## config.mk

```make
export PLATFORM = sky130hd
export DESIGN_NAME = wp_gate
export DESIGN_NICKNAME = d
export VERILOG_FILES = /design/src/rtl/wp_gate_pkg.sv /design/src/rtl/wp_addr_decode.sv /design/src/rtl/wp_key_fsm.sv /design/src/rtl/wp_gate.sv
export SDC_FILE = /design/constraint.sdc
export NUM_CORES = 1
export LEC_CHECK = 0
export BUFFER_PORTS_ARGS = -buffer_cell sky130_fd_sc_hd__buf_2
export CORE_AREA = 5 5 42 44
export CTS_CLUSTER_DIAMETER = 100
export DETAILED_ROUTE_END_ITERATION = 7
export DIE_AREA = 0 0 47 49
export PLACE_DENSITY = 0.58
export SLEW_MARGIN = 10
export SYNTH_ARGS = -nofsm -noshare
export SYNTH_HDL_FRONTEND = slang
export SYNTH_SLANG_ARGS = --single-unit
```

## constraint.sdc

```tcl
create_clock -name clk -period 1.9 [get_ports clk]
set_input_delay 0.095 -clock clk [delete_from_list [all_inputs] [get_ports clk]]
set_output_delay 0.095 -clock clk [all_outputs]
set_load 0.03 [all_outputs]
```

## src/rtl/wp_gate_pkg.sv

```systemverilog
package wp_gate_pkg;

  typedef enum logic [1:0] {
    GS_LOCKED = 2'd0,
    GS_FIRST  = 2'd1,
    GS_OPEN   = 2'd2
  } gate_st_t;

  // next sequencer state for one key write
  function automatic gate_st_t gate_next(gate_st_t cur, logic [7:0] kb,
                                         logic [7:0] k1, logic [7:0] k2);
    gate_st_t nx;
    case (cur)
      GS_LOCKED: nx = (kb == k1) ? GS_FIRST : GS_LOCKED;
      GS_FIRST:  nx = (kb == k2) ? GS_OPEN : GS_LOCKED;
      default:   nx = GS_LOCKED;
    endcase
    return nx;
  endfunction

  function automatic logic in_window(logic [31:0] a, logic [31:0] lo,
                                     logic [31:0] hi);
    return (a >= lo) && (a <= hi);
  endfunction

endpackage

```

## src/rtl/wp_addr_decode.sv

```systemverilog
module wp_addr_decode #(
  parameter int ADDR_W   = 8,
  parameter int KEY_ADDR = 'h24,
  parameter int PROT_LO  = 'h00,
  parameter int PROT_HI  = 'h1C
) (
  input  logic [ADDR_W-1:0] addr,
  output logic              key_hit,
  output logic              prot_hit
);
  import wp_gate_pkg::*;

  localparam int PAD_W = 32 - ADDR_W;

  logic [31:0] addr_ext;
  assign addr_ext = {{PAD_W{1'b0}}, addr};

  assign key_hit  = (addr_ext == 32'(KEY_ADDR));
  assign prot_hit = in_window(addr_ext, 32'(PROT_LO), 32'(PROT_HI));

  always_comb begin
    a_r10_key_not_prot: assert (!(key_hit && prot_hit))
      else $error("key address overlaps protected window");
  end
endmodule

```

## src/rtl/wp_key_fsm.sv

```systemverilog
module wp_key_fsm #(
  parameter int         DATA_W = 32,
  parameter logic [7:0] KEY1   = 8'hCA,
  parameter logic [7:0] KEY2   = 8'h53
) (
  input  logic              clk,
  input  logic              rst_n,
  input  logic              key_wr,
  input  logic [DATA_W-1:0] wdata,
  output logic              unlocked
);
  import wp_gate_pkg::*;

  gate_st_t   st_q;
  gate_st_t   st_d;
  logic [7:0] key_byte;

  assign key_byte = wdata[7:0];   // upper bits ignored

  always_comb begin
    st_d = st_q;
    if (key_wr) st_d = gate_next(st_q, key_byte, KEY1, KEY2);
  end

  always_ff @(posedge clk or negedge rst_n) begin
    if (!rst_n) st_q <= GS_LOCKED;
    else        st_q <= st_d;
  end

  assign unlocked = (st_q == GS_OPEN);

  a_r2_open_on_pair: assert property (@(posedge clk) disable iff (!rst_n)
    (key_wr && st_q == GS_FIRST && key_byte == KEY2) |=> unlocked)
    else $error("pair did not open guard");

  a_r3_one_byte_not_open: assert property (@(posedge clk) disable iff (!rst_n)
    (key_wr && st_q == GS_LOCKED) |=> !unlocked)
    else $error("single byte opened guard");

  a_r5_relock: assert property (@(posedge clk) disable iff (!rst_n)
    (key_wr && unlocked) |=> !unlocked)
    else $error("key write while open did not lock");

  a_r12_hold: assert property (@(posedge clk) disable iff (!rst_n)
    !key_wr |=> $stable(st_q))
    else $error("state moved without key write");
endmodule

```

## src/rtl/wp_gate.sv

```systemverilog
module wp_gate #(
  parameter int         ADDR_W   = 8,
  parameter int         DATA_W   = 32,
  parameter int         KEY_ADDR = 'h24,
  parameter int         PROT_LO  = 'h00,
  parameter int         PROT_HI  = 'h1C,
  parameter logic [7:0] KEY1     = 8'hCA,
  parameter logic [7:0] KEY2     = 8'h53
) (
  input  logic              clk,
  input  logic              rst_n,
  input  logic [ADDR_W-1:0] bus_addr,
  input  logic [DATA_W-1:0] bus_wdata,
  input  logic              bus_we,
  input  logic              bus_re,
  output logic              reg_we,
  output logic              reg_re,
  output logic              locked
);
  logic key_hit;
  logic prot_hit;
  logic key_wr;
  logic unlocked;

  wp_addr_decode #(
    .ADDR_W  (ADDR_W),
    .KEY_ADDR(KEY_ADDR),
    .PROT_LO (PROT_LO),
    .PROT_HI (PROT_HI)
  ) u_dec (
    .addr    (bus_addr),
    .key_hit (key_hit),
    .prot_hit(prot_hit)
  );

  assign key_wr = bus_we & key_hit;

  wp_key_fsm #(
    .DATA_W(DATA_W),
    .KEY1  (KEY1),
    .KEY2  (KEY2)
  ) u_fsm (
    .clk     (clk),
    .rst_n   (rst_n),
    .key_wr  (key_wr),
    .wdata   (bus_wdata),
    .unlocked(unlocked)
  );

  assign locked = ~unlocked;
  assign reg_we = bus_we & ~key_hit & (~prot_hit | unlocked);
  assign reg_re = bus_re;

  a_r7_block_locked: assert property (@(posedge clk) disable iff (!rst_n)
    (bus_we && prot_hit && locked) |-> !reg_we)
    else $error("protected write passed while locked");

  a_r9_open_area: assert property (@(posedge clk) disable iff (!rst_n)
    (bus_we && !prot_hit && !key_hit) |-> reg_we)
    else $error("unprotected write blocked");

  a_r10_key_no_write: assert property (@(posedge clk) disable iff (!rst_n)
    key_wr |-> !reg_we)
    else $error("key write reached register file");
endmodule

```

## After elaboration in Yosys (flattened, before gate mapping)

Index checks and enable logic that the tools add are counted.

- Mux-type cells: 3
- Eq/ne operators: 5
- Bitwise gates (word level): 7
- Order comparisons: 2
- Reduce and logical (&&, ||, !) cells: 2

Operators by type and width:

| cell | count |
|---|---|
| equality test 8 x 6 -> 1 bit, second input constant | 1 |
| equality test 8 x 7 -> 1 bit, second input constant | 1 |
| equality test 8 bit, second input constant | 1 |
| greater-or-equal comparator 8 x 1 -> 1 bit, second input constant | 1 |
| <= comparator 8 x 5 -> 1 bit, second input constant | 1 |
| one-hot mux 2 bit (2 select lines) | 1 |
| bitwise AND 1 bit | 3 |
| NOT 1 bit | 3 |
| equality test 2 x 1 -> 1 bit, second input constant | 1 |
| equality test 2 bit, second input constant | 1 |
| zero test 2 bit | 1 |
| two-way mux 2 bit | 1 |
| logical AND 1 bit | 1 |
| two-way mux 1 bit | 1 |
| bitwise OR 1 bit | 1 |

- Word-level logic and storage cells: 20
- Flip-flop bits (word level): 2

## Logic depth before layout (Yosys ltp)

Gate-level depths: netlist of the first run.

- Word-level depth: 5
- Depth in mapped cells: 3
- Mapped depth without buffers: 3

## Hierarchy

From an unflattened synthesis of the first run, not the netlist that was laid out.

- Cells, all modules: 22
- Area, all modules: 192.7 um2

Modules (own cells, without submodules):

| module | instances | seq. area each (um2) | cells each | area each (um2) |
|---|---|---|---|---|
| wp_key_fsm | 1 | 50.0 | 12 | 118.9 |
| wp_addr_decode | 1 | 0.0 | 5 | 40.0 |
| wp_gate | 1 | 0.0 | 5 | 33.8 |

## Worst setup path after synthesis of the first run

No wires, ideal clock.

- Path type: register to output
- Start: reg u_fsm.st_q[0]
- End: out reg_we
- Setup slack: 0.660 ns
- Stages on the path, launching flop included: 4
- Arrival: 1.145 ns
- Path through: dfrtp_1 -> nand2b_1 -> nand4b_1 -> and3_1

- Cells in the longest elaborated chain, start to end: 3

RTL lines:

| item | RTL line | text |
|---|---|---|
| from (decl) | wp_key_fsm.sv:14 | `gate_st_t st_q;` |
| from (signal assigned) | wp_key_fsm.sv:27 | `else st_q <= st_d;` |
| equality test 2 bit | wp_key_fsm.sv:30 | `assign unlocked = (st_q == GS_OPEN);` |
| bitwise OR 1 bit | wp_gate.sv:51 | `assign reg_we = bus_we & ~key_hit & (~prot_hit \| unlocked);` |
| bitwise AND 1 bit | wp_gate.sv:51 |  |
| to (decl) | wp_gate.sv:16 | `output logic reg_we,` |

No other way between the ends.

## Worst setup path after layout of the first run

Same ends and word-level chain as after synthesis.

==> impl_metrics.yaml, run 1 <==
setup_path:
  timing.rr.start: "u_fsm.st_q[1]"
  critPathRequiredTime_ns: 1.80
  path_class: "reg -> out"
  worst-r2r-cell-count: 3
  r2r-end: "u_fsm.st_q[0]"
  start_kind: "flop"
  endpoint_kind: "primary output"
  critical_path.max_fanout: 4
  rrSetupSlack_ns: 0.84
  cp_data_arrival_time_ns: 1.19
power:
  ir_drop_mv: 0.146
  power_density_nw_per_um2: 510
  power.leakage_nw: 0.159
clock_tree:
  clock-sinks: 2
  clk_latency_ns: 0.22
  clk_path_buf_depth: 2
  cts_resized: 0
  h-tree-depth: 1
  cts-buffers-inserted: 3
  cts_root_buffer: "clkbuf_4"
  clk_pin_slew_ns: 0.03
  cts_tree: "yes"
layout:
  antenna_cells: 0
  final_area_um2: 335
  final_cell_mix: "buf_2 (20), clkbuf_4 (3)"
  largest_reg_flops: 2
  area_growth_pct: 76.3
  final_common_cell: "buf_2"
  final_nets: 88
  drive_above_1_share: 0.595
  top_register: "u_fsm.st_q"
  final_cells: 58
  reg.largest.list: "u_fsm.st_q: 2 flops"
  fillCellCount: 161
  finish.utilization: 0.239
timing:
  fin_crit_sh: 0.678
  relSlewSlack: 0.845
  fmax_mhz: 776
  rsz0062_at_grt: "no"
  worst_slew_pin_slew_ns: 0.231
  fin_ws_ns: 0.612
  setup_viol: 0
  hold_viol: 0
  fin_setup_tns_ns: 0
  finalCriticalPeriod_ns: 1.29
  drv_slew: 0
  fin_skew_ns: 0.00174
drt:
  routed_wl_um: 571
  viasPerCell: 4.17
  drc: 0
  ant_nets: 0
  vias: 242
  drt_pass1_iterations: 4
  wl_per_cell_um: 9.84
  first_iter_violations: 2
placed_design:
  dpl-instance-area_um2: 303
  gp_congestion: 0.644
  placed_cells: 54
  preCtsSetupSlack_ns: 0.803
  io_buffers: 20
  dp_hpwl_um: 516
min_path:
  holdCritPathClass: "in -> async"
logic_synthesis:
  yosysTopAreaCell: "dfrtp_1"
  synthTopCellsByArea: "dfrtp_1 (26%), mux2_1 (12%), nand4bb_1 (12%)"
  postSynthNetCount: 63
  ys_types: 13
  postSynthCellCount: 19
  ys_seq_elements: 2
  syn_area_per_cell_um2: 10.0
  syn_area_um2: 190
  yosysWarningCount: 0
  yosysSeqAreaShare: 0.263
  synth_top_cell_area_share: 0.263
die:
  initial_core_util: 0.136
  coreArea_um2: 1400
  die-area_um2: 2300
  rows: 14
  ios: 47
  die_h_um: 49
  dieWidth_um: 47
global_routing:
  grt_pass1_wl_um: 786
  overflow: 0
  grt_pass1_vias: 228
  antenna_found_initial: 0
  grt_max_degree: 5
  track_usage: 0.0507
job:
  maxCapViolations: 0
outcome:
  status: "complete, no violations"
[cell type report]
class                   count  area, um2  area share
flip-flops and latches      2       50.0       0.149
clock buffers               3       22.5      0.0672
repair buffers             21        110       0.328
well taps                  16       20.0      0.0597
multi-input cells          16        133       0.396
[synthesized netlist by cell type]
| master | count |
|---|---|
| dfrtp_1 | 2 |
| mux2_1 | 2 |
| nand4b_1 | 2 |
| nand4bb_1 | 2 |
| nor2_2 | 2 |
| nor4_1 | 2 |
| and3_1 | 1 |
| and4bb_1 | 1 |
| buf_4 | 1 |
| nand2b_1 | 1 |
| nand3_1 | 1 |
| nand4_1 | 1 |
| o2111ai_1 | 1 |
[critical path, stage by stage, from the launching register on]
cell,delay [ns]
dfrtp_1,0.39
nand2b_1,0.17
nand4b_1,0.08
and3_1,0.14
buf_2,0.19
[per-layer routing]
| layer | GRT usage | vias up | share of wire |
|---|---|---|---|
| li1 | - | 127 | - |
| met1 | 0.0352 | 104 | 0.31 |
| met2 | 0.0769 | 9 | 0.52 |
| met3 | 0.0332 | 2 | 0.16 |
| met4 | 0.0599 | 0 | 0.0035 |
| met5 | 0 | - | 0 |
[repair_timing]
action	CTS	global route
hold endpoints to repair	2	0
hold buffers	1	0
buffers inserted	0	0
[power breakdown]
part           switching (mW)  internal [mW]  leakage (nW)
Combinational          0.0148         0.0205         0.117
Clock                  0.0234         0.0696        0.0138
Sequential          0.0000116         0.0429        0.0280
Total                  0.0382          0.133         0.159
[worst max-delay path by stage]
| stage | start | endpoint | slack [ns] | cells after the start |
|---|---|---|---|---|
| after floorplan | u_fsm.st_q[0] | reg_we | 0.66 | 3 |
| after global placement | bus_addr[4] | u_fsm.st_q[0] | 0.81 | 4 |
| after detailed placement | bus_addr[4] | u_fsm.st_q[1] | 0.80 | 4 |
| after CTS | u_fsm.st_q[0] | reg_we | 0.59 | 4 |
| after global routing | u_fsm.st_q[0] | reg_we | 0.54 | 4 |
| final | u_fsm.st_q[0] | reg_we | 0.61 | 4 |
[through the flow]
| stage | total power [mW] | hold slack [ns] |
|---|---|---|
| 2_1_floorplan | 0.0582 | -0.201 |
| 3_3_place_gp | 0.0771 | -0.119 |
| 3_5_place_dp | 0.0775 | -0.119 |
| 4_1_cts | 0.179 | 0.184 |
| 5_1_grt | 0.185 | 0.183 |
| 6_report | 0.171 | 0.188 |
[kinds of logic (layout without fill, tap and decap cells)]
| logic type | Yosys count | count (layout) | synth area share |
|---|---|---|---|
| buffers and inverters | 1 | 24 | 0.0395 |
| AOI/OAI and AO/OA | 1 | 1 | 0.0461 |
| DFF | 2 | 2 | 0.263 |
| and+or+nand+nor | 13 | 13 | 0.533 |
| muxes | 2 | 2 | 0.118 |
(Power assumes the default switching activity.)
==> run 2, diff against run 1 <==
PLACE_DENSITY = 0.6   (was 0.58)
clock period = 1.1 ns   (was 1.9 ns; I/O delays follow)
==> run 2 against run 1 <==
Net effect:
- the run now ends with negative setup slack left
- final area grew 12%
- via count grew 11%
- setup slack lost 0.68 ns
- sequential power grew 73%
==> impl_metrics.yaml, run 2 (synthesis results as in run 1) <==
placed_design:
  placed_cells: 54
  dp_hpwl_um: 535
  io_buffers: 20
  preCtsSetupSlack_ns: 0.0123
  gp_congestion: 0.636
timing:
  hold_viol: 0
  fin_ws_ns: -0.0642
  rsz0062_at_grt: "yes"
  worst_slew_pin_slew_ns: 0.233
  fin_skew_ns: 0.00117
  relSlewSlack: 0.843
  drv_slew: 0
  fmax_mhz: 859
  fin_crit_sh: 1.06
  finalCriticalPeriod_ns: 1.16
  setup_viol: 2
die:
  die_h_um: 49
  rows: 14
  ios: 47
  dieWidth_um: 47
  die-area_um2: 2300
  coreArea_um2: 1400
  initial_core_util: 0.136
power:
  p_total_mw: 0.303
  power_density_nw_per_um2: 807
  power.leakage_nw: 0.176
  ir_drop_mv: 0.198
setup_path:
  endpoint_kind: "primary output"
  critical_path.max_fanout: 2
  critPathRequiredTime_ns: 1.04
  path_class: "reg -> out"
  cp_data_arrival_time_ns: 1.11
  start_kind: "flop"
outcome:
  status: "finished, violations left"
  violations: "negative setup slack"
global_routing:
  grt_pass1_wl_um: 862
  overflow: 0
  antenna_found_initial: 0
  grt_pass1_vias: 264
  track_usage: 0.0570
  grt_max_degree: 4
min_path:
  holdCritPathClass: "in -> out"
drt:
  wl_met3_um: 98
  drc: 0
  first_iter_violations: 0
  ant_nets: 0
  routed_wl_um: 609
  wl_met1_um: 153
  vias: 268
  viasPerCell: 4.47
  dr.max_layer_used: "met3"
  drt_pass1_iterations: 1
  wl_per_cell_um: 10.2
  wl_met2_um: 357
layout:
  final_cell_mix: "buf_2 (18), clkbuf_4 (3)"
  largest_reg_flops: 2
  reg.largest.list: "u_fsm.st_q: 2 flops"
  area_growth_pct: 97.4
  final_common_cell: "buf_2"
  top_register: "u_fsm.st_q"
  finish.utilization: 0.268
  antenna_cells: 0
  fillCellCount: 176
  drive_above_1_share: 0.659
  final_nets: 90
  final_cells: 60
clock_tree:
  cts_tree: "yes"
  clk_path_buf_depth: 2
  clock-sinks: 2
  clk_pin_slew_ns: 0.03
  h-tree-depth: 1
  clk_latency_ns: 0.22
  cts_root_buffer: "clkbuf_4"
  cts-buffers-inserted: 3
job:
  maxCapViolations: 0
## run 2: cell count changes in the layout (fill, tap and decap cells not counted)
cell	delta
buf_2	-2
and3_4	+1
and3_1	-1
buf_4	+2
nand2b_1	-1
buf_6	+2
nand2b_4	+1
## run 2: where the power goes
part           switching (mW)  leakage (nW)  internal, mW
clock network          0.0415        0.0138         0.120
registers           0.0000111        0.0280        0.0742
logic                  0.0265         0.134        0.0404
total                  0.0680         0.176         0.235
## run 2: per-stage QoR
stage	hold slack, ns	TNS [ns]	cell area, um2
3_5_place_dp	-0.158	0	307
2_1_floorplan	-0.241	0	194
3_3_place_gp	-0.159	0	307
6_report	0.110	-0.113	375
4_1_cts	0.111	-0.0852	362
5_1_grt	0.110	-0.297	375
## run 2: timing repair
action	in CTS	in global routing
hold buffers	1	0
setup endpoints to repair	1	3
pin swaps	1	3
resized for setup	4	2
endpoints found under the hold margin	2	0
setup buffers	1	1
## run 2: per-layer routing
metal / GRT usage / vias to the layer above
met1: 0.0308 / 125
li1: - / 133
met3: 0.0517 / 0
met5: 0 / -
met2: 0.0928 / 10
met4: 0.0553 / 0
## run 2: path summary, 6_finish.rpt
check                      slack [ns]           from  cells after the start             to
setup / recovery                -0.06  u_fsm.st_q[0]                      4         reg_we
hold / removal                   0.11         bus_re                      0         reg_re
setup reg to reg                -0.05  u_fsm.st_q[1]                      3  u_fsm.st_q[0]
hold reg to reg                  0.59  u_fsm.st_q[1]                      1  u_fsm.st_q[1]
max in group asynchronous        0.86          rst_n                      2  u_fsm.st_q[1]
min in group asynchronous        0.15          rst_n                      2  u_fsm.st_q[0]
## run 2: layout make-up
cell class,instances,area [um2],area share
Clock buffer,3,22.5,0.0600
Multi-Input combinational cell,16,145,0.387
Sequential cell,2,50.0,0.133
Tap cell,16,20.0,0.0533
Timing Repair Buffer,23,138,0.367
## run 2: worst max-delay path, stage by stage (launching register included)
cell and delay [ns]:
dfrtp_1 0.36, nand2b_4 0.14, nand4b_1 0.08, and3_4 0.18
buf_6 0.12
==> run 3, diff against run 2 <==
PLACE_DENSITY = 0.58   (was 0.6)
SYNTH_HIERARCHICAL = 1   (was unset)
clock period = 1.4 ns   (was 1.1 ns; I/O delays follow)
==> run 3 against run 2 <==
Net effect:
- the flow still finishes with violations (negative setup slack)
- largest cell class unchanged
- non-clock buffer count grew 1
- critical endpoint is now u_fsm/st_q[1]
- clock-buffer cell count is the same
- critical path depth grew 3
- largest power group unchanged
- final area grew 3.3%
- worst hold slack lost 0.044 ns
- flip-flop and latch count is the same
==> impl_metrics.yaml, run 3 <==
layout:
  final_area_um2: 388
  area_growth_pct: 101
  antenna_cells: 0
  top_register: "u_fsm/st_q"
  largest_reg_flops: 2
  drive_above_1_share: 0.667
  final_cell_mix: "buf_2 (19), inv_1 (3), clkbuf_4 (3), buf_4 (3), dfrtp_1 (2)"
  final_nets: 94
  final_common_cell: "buf_2"
  reg.largest.list: "u_fsm/st_q: 2 flops"
timing:
  fin_crit_sh: 1.01
  fin_skew_ns: 0.00139
  setup_viol: 1
  hold_viol: 0
  fin_ws_ns: -0.0163
  fmax_mhz: 706
  fin_hold_ws_ns: 0.0661
  relSlewSlack: 0.798
  finalCriticalPeriod_ns: 1.42
  drv_slew: 0
  worst_slew_pin_slew_ns: 0.300
  rsz0062_at_grt: "yes"
clock_tree:
  clock-sinks: 2
  cts-buffers-inserted: 3
  clk_pin_slew_ns: 0.03
  clk_path_buf_depth: 2
  cts_tree: "yes"
  h-tree-depth: 1
  cts_root_buffer: "clkbuf_4"
  clk_latency_ns: 0.22
logic_synthesis:
  synth_ff_type: "dfrtp_1"
  postSynthNetCount: 66
  yosysMostFrequentCell: "inv_1"
  ys_types: 18
  synthTopCellsByArea: "dfrtp_1 (26%), a211oi_2 (6.5%), and4bb_1 (6.5%)"
  synth_mux_area_frac: 0
  synth_top_family_by_area: "simple AND/OR/NAND/NOR gates"
  synth_top_cell_area_share: 0.260
  async_flop_share: 1.00
  synthAdderAreaFrac: 0
  synth-edff-count: 0
  syn_area_um2: 193
  synth_xor_xnor_area_share: 0
  yosysTopAreaCell: "dfrtp_1"
  yosysSeqAreaShare: 0.260
  synth_common_cells: "inv_1 (3), dfrtp_1 (2), nor2_1 (2)"
  yosysWarningCount: 6
  ys_seq_elements: 2
  syn_area_per_cell_um2: 8.76
  postSynthCellCount: 22
  synth_compound_area_frac: 0.201
  synthSimpleGateAreaFrac: 0.422
setup_path:
  slowest_stage: "or4_4"
  critical_path.max_fanout: 2
  slowest_delay_ns: 0.54
  path_class: "in -> reg"
  critPathRequiredTime_ns: 1.52
  endpoint_kind: "flop"
  cp_data_arrival_time_ns: 1.54
  crit_chain: "buf_6 > or4_4 > nor2_4 > and2_4 > and4bb_1 > nand3b_1 > o32ai_2"
  start_kind: "primary input"
drt:
  routed_wl_um: 664
  drc: 0
  viasPerCell: 4.16
  vias: 266
  first_iter_violations: 4
  wl_per_cell_um: 10.4
  ant_nets: 0
  drt_pass1_iterations: 2
power:
  power_density_nw_per_um2: 687
  ir_drop_mv: 0.326
  p_total_mw: 0.266
  power.leakage_nw: 0.193
global_routing:
  track_usage: 0.0634
  grt_pass1_wl_um: 986
  overflow: 0
  grt_max_degree: 4
  grt_pass1_vias: 250
  antenna_found_initial: 0
die:
  initial_core_util: 0.138
  die-area_um2: 2300
  die_h_um: 49
  ios: 47
  rows: 14
  dieWidth_um: 47
  coreArea_um2: 1400
job:
  maxCapViolations: 0
placed_design:
  dp_hpwl_um: 577
  io_buffers: 20
  gp_congestion: 0.675
  dpl-instance-area_um2: 313
  preCtsSetupSlack_ns: -0.293
outcome:
  violations: "negative setup slack"
  status: "finished, violations left"
min_path:
  holdCritPathClass: "in -> reg"
-- run 3: routing by layer --
| metal | part of all wire | up-vias | track usage |
|---|---|---|---|
| met5 | 0 | - | 0 |
| met2 | 0.50 | 9 | 0.0747 |
| met1 | 0.36 | 120 | 0.0725 |
| met4 | 0 | 0 | 0.0553 |
| met3 | 0.13 | 0 | 0.0443 |
| li1 | - | 137 | - |
-- run 3: layout make-up --
cell class	count	area [um2]
tap	16	20.0
timing repair buffer	24	139
sequential	2	50.0
clock buffer	3	22.5
fill	167	1010
inverter	4	15.0
multi-input combinational	15	141
-- run 3: power breakdown --
part	switching [mW]	internal, mW	total (mW)
combinational	0.0341	0.0388	0.0729
sequential	0.00293	0.0630	0.0659
clock	0.0329	0.0946	0.128
-- run 3: path summary, 6_finish.rpt --
| kind | from | end | slack (ns) | cells after the start |
|---|---|---|---|---|
| setup / recovery | bus_addr[6] | u_fsm/st_q[1] | -0.02 | 7 |
| hold / removal | bus_wdata[3] | u_fsm/st_q[1] | 0.07 | 2 |
| setup reg to reg | u_fsm/st_q[1] | u_fsm/st_q[1] | 0.31 | 3 |
| hold reg to reg | u_fsm/st_q[1] | u_fsm/st_q[1] | 0.53 | 2 |
| max in group asynchronous | rst_n | u_fsm/st_q[0] | 1.15 | 2 |
| min in group asynchronous | rst_n | u_fsm/st_q[1] | 0.15 | 2 |
-- run 3: worst max-delay path: cells and delay by family --
family          cells  cell delay (ns)
compound gates      1             0.28
simple gates        5             1.10
buf+inv             1             0.09
-- run 3: stage by stage --
stage	TNS, ns	instances	utilization
2_1_floorplan	-0.0773	22	-
3_3_place_gp	-0.324	58	0.223
3_5_place_dp	-0.448	58	0.223
4_1_cts	0	62	0.260
5_1_grt	-0.0904	64	0.277
6_report	-0.0163	64	0.277
-- run 3: cell families after synthesis --
kind of cell / Yosys count
and+or+nand+nor: 11
buffers and inverters: 5
AOI/OAI and AO/OA: 4
DFF: 2
-- run 3: repair_timing --
action / CTS / global route
pin swaps: 0 / 5
endpoints found under the hold margin: 2 / 0
setup buffers: 0 / 2
gates resized for setup: 4 / 2
endpoints found under the setup margin: 1 / 1
hold buffers: 1 / 0
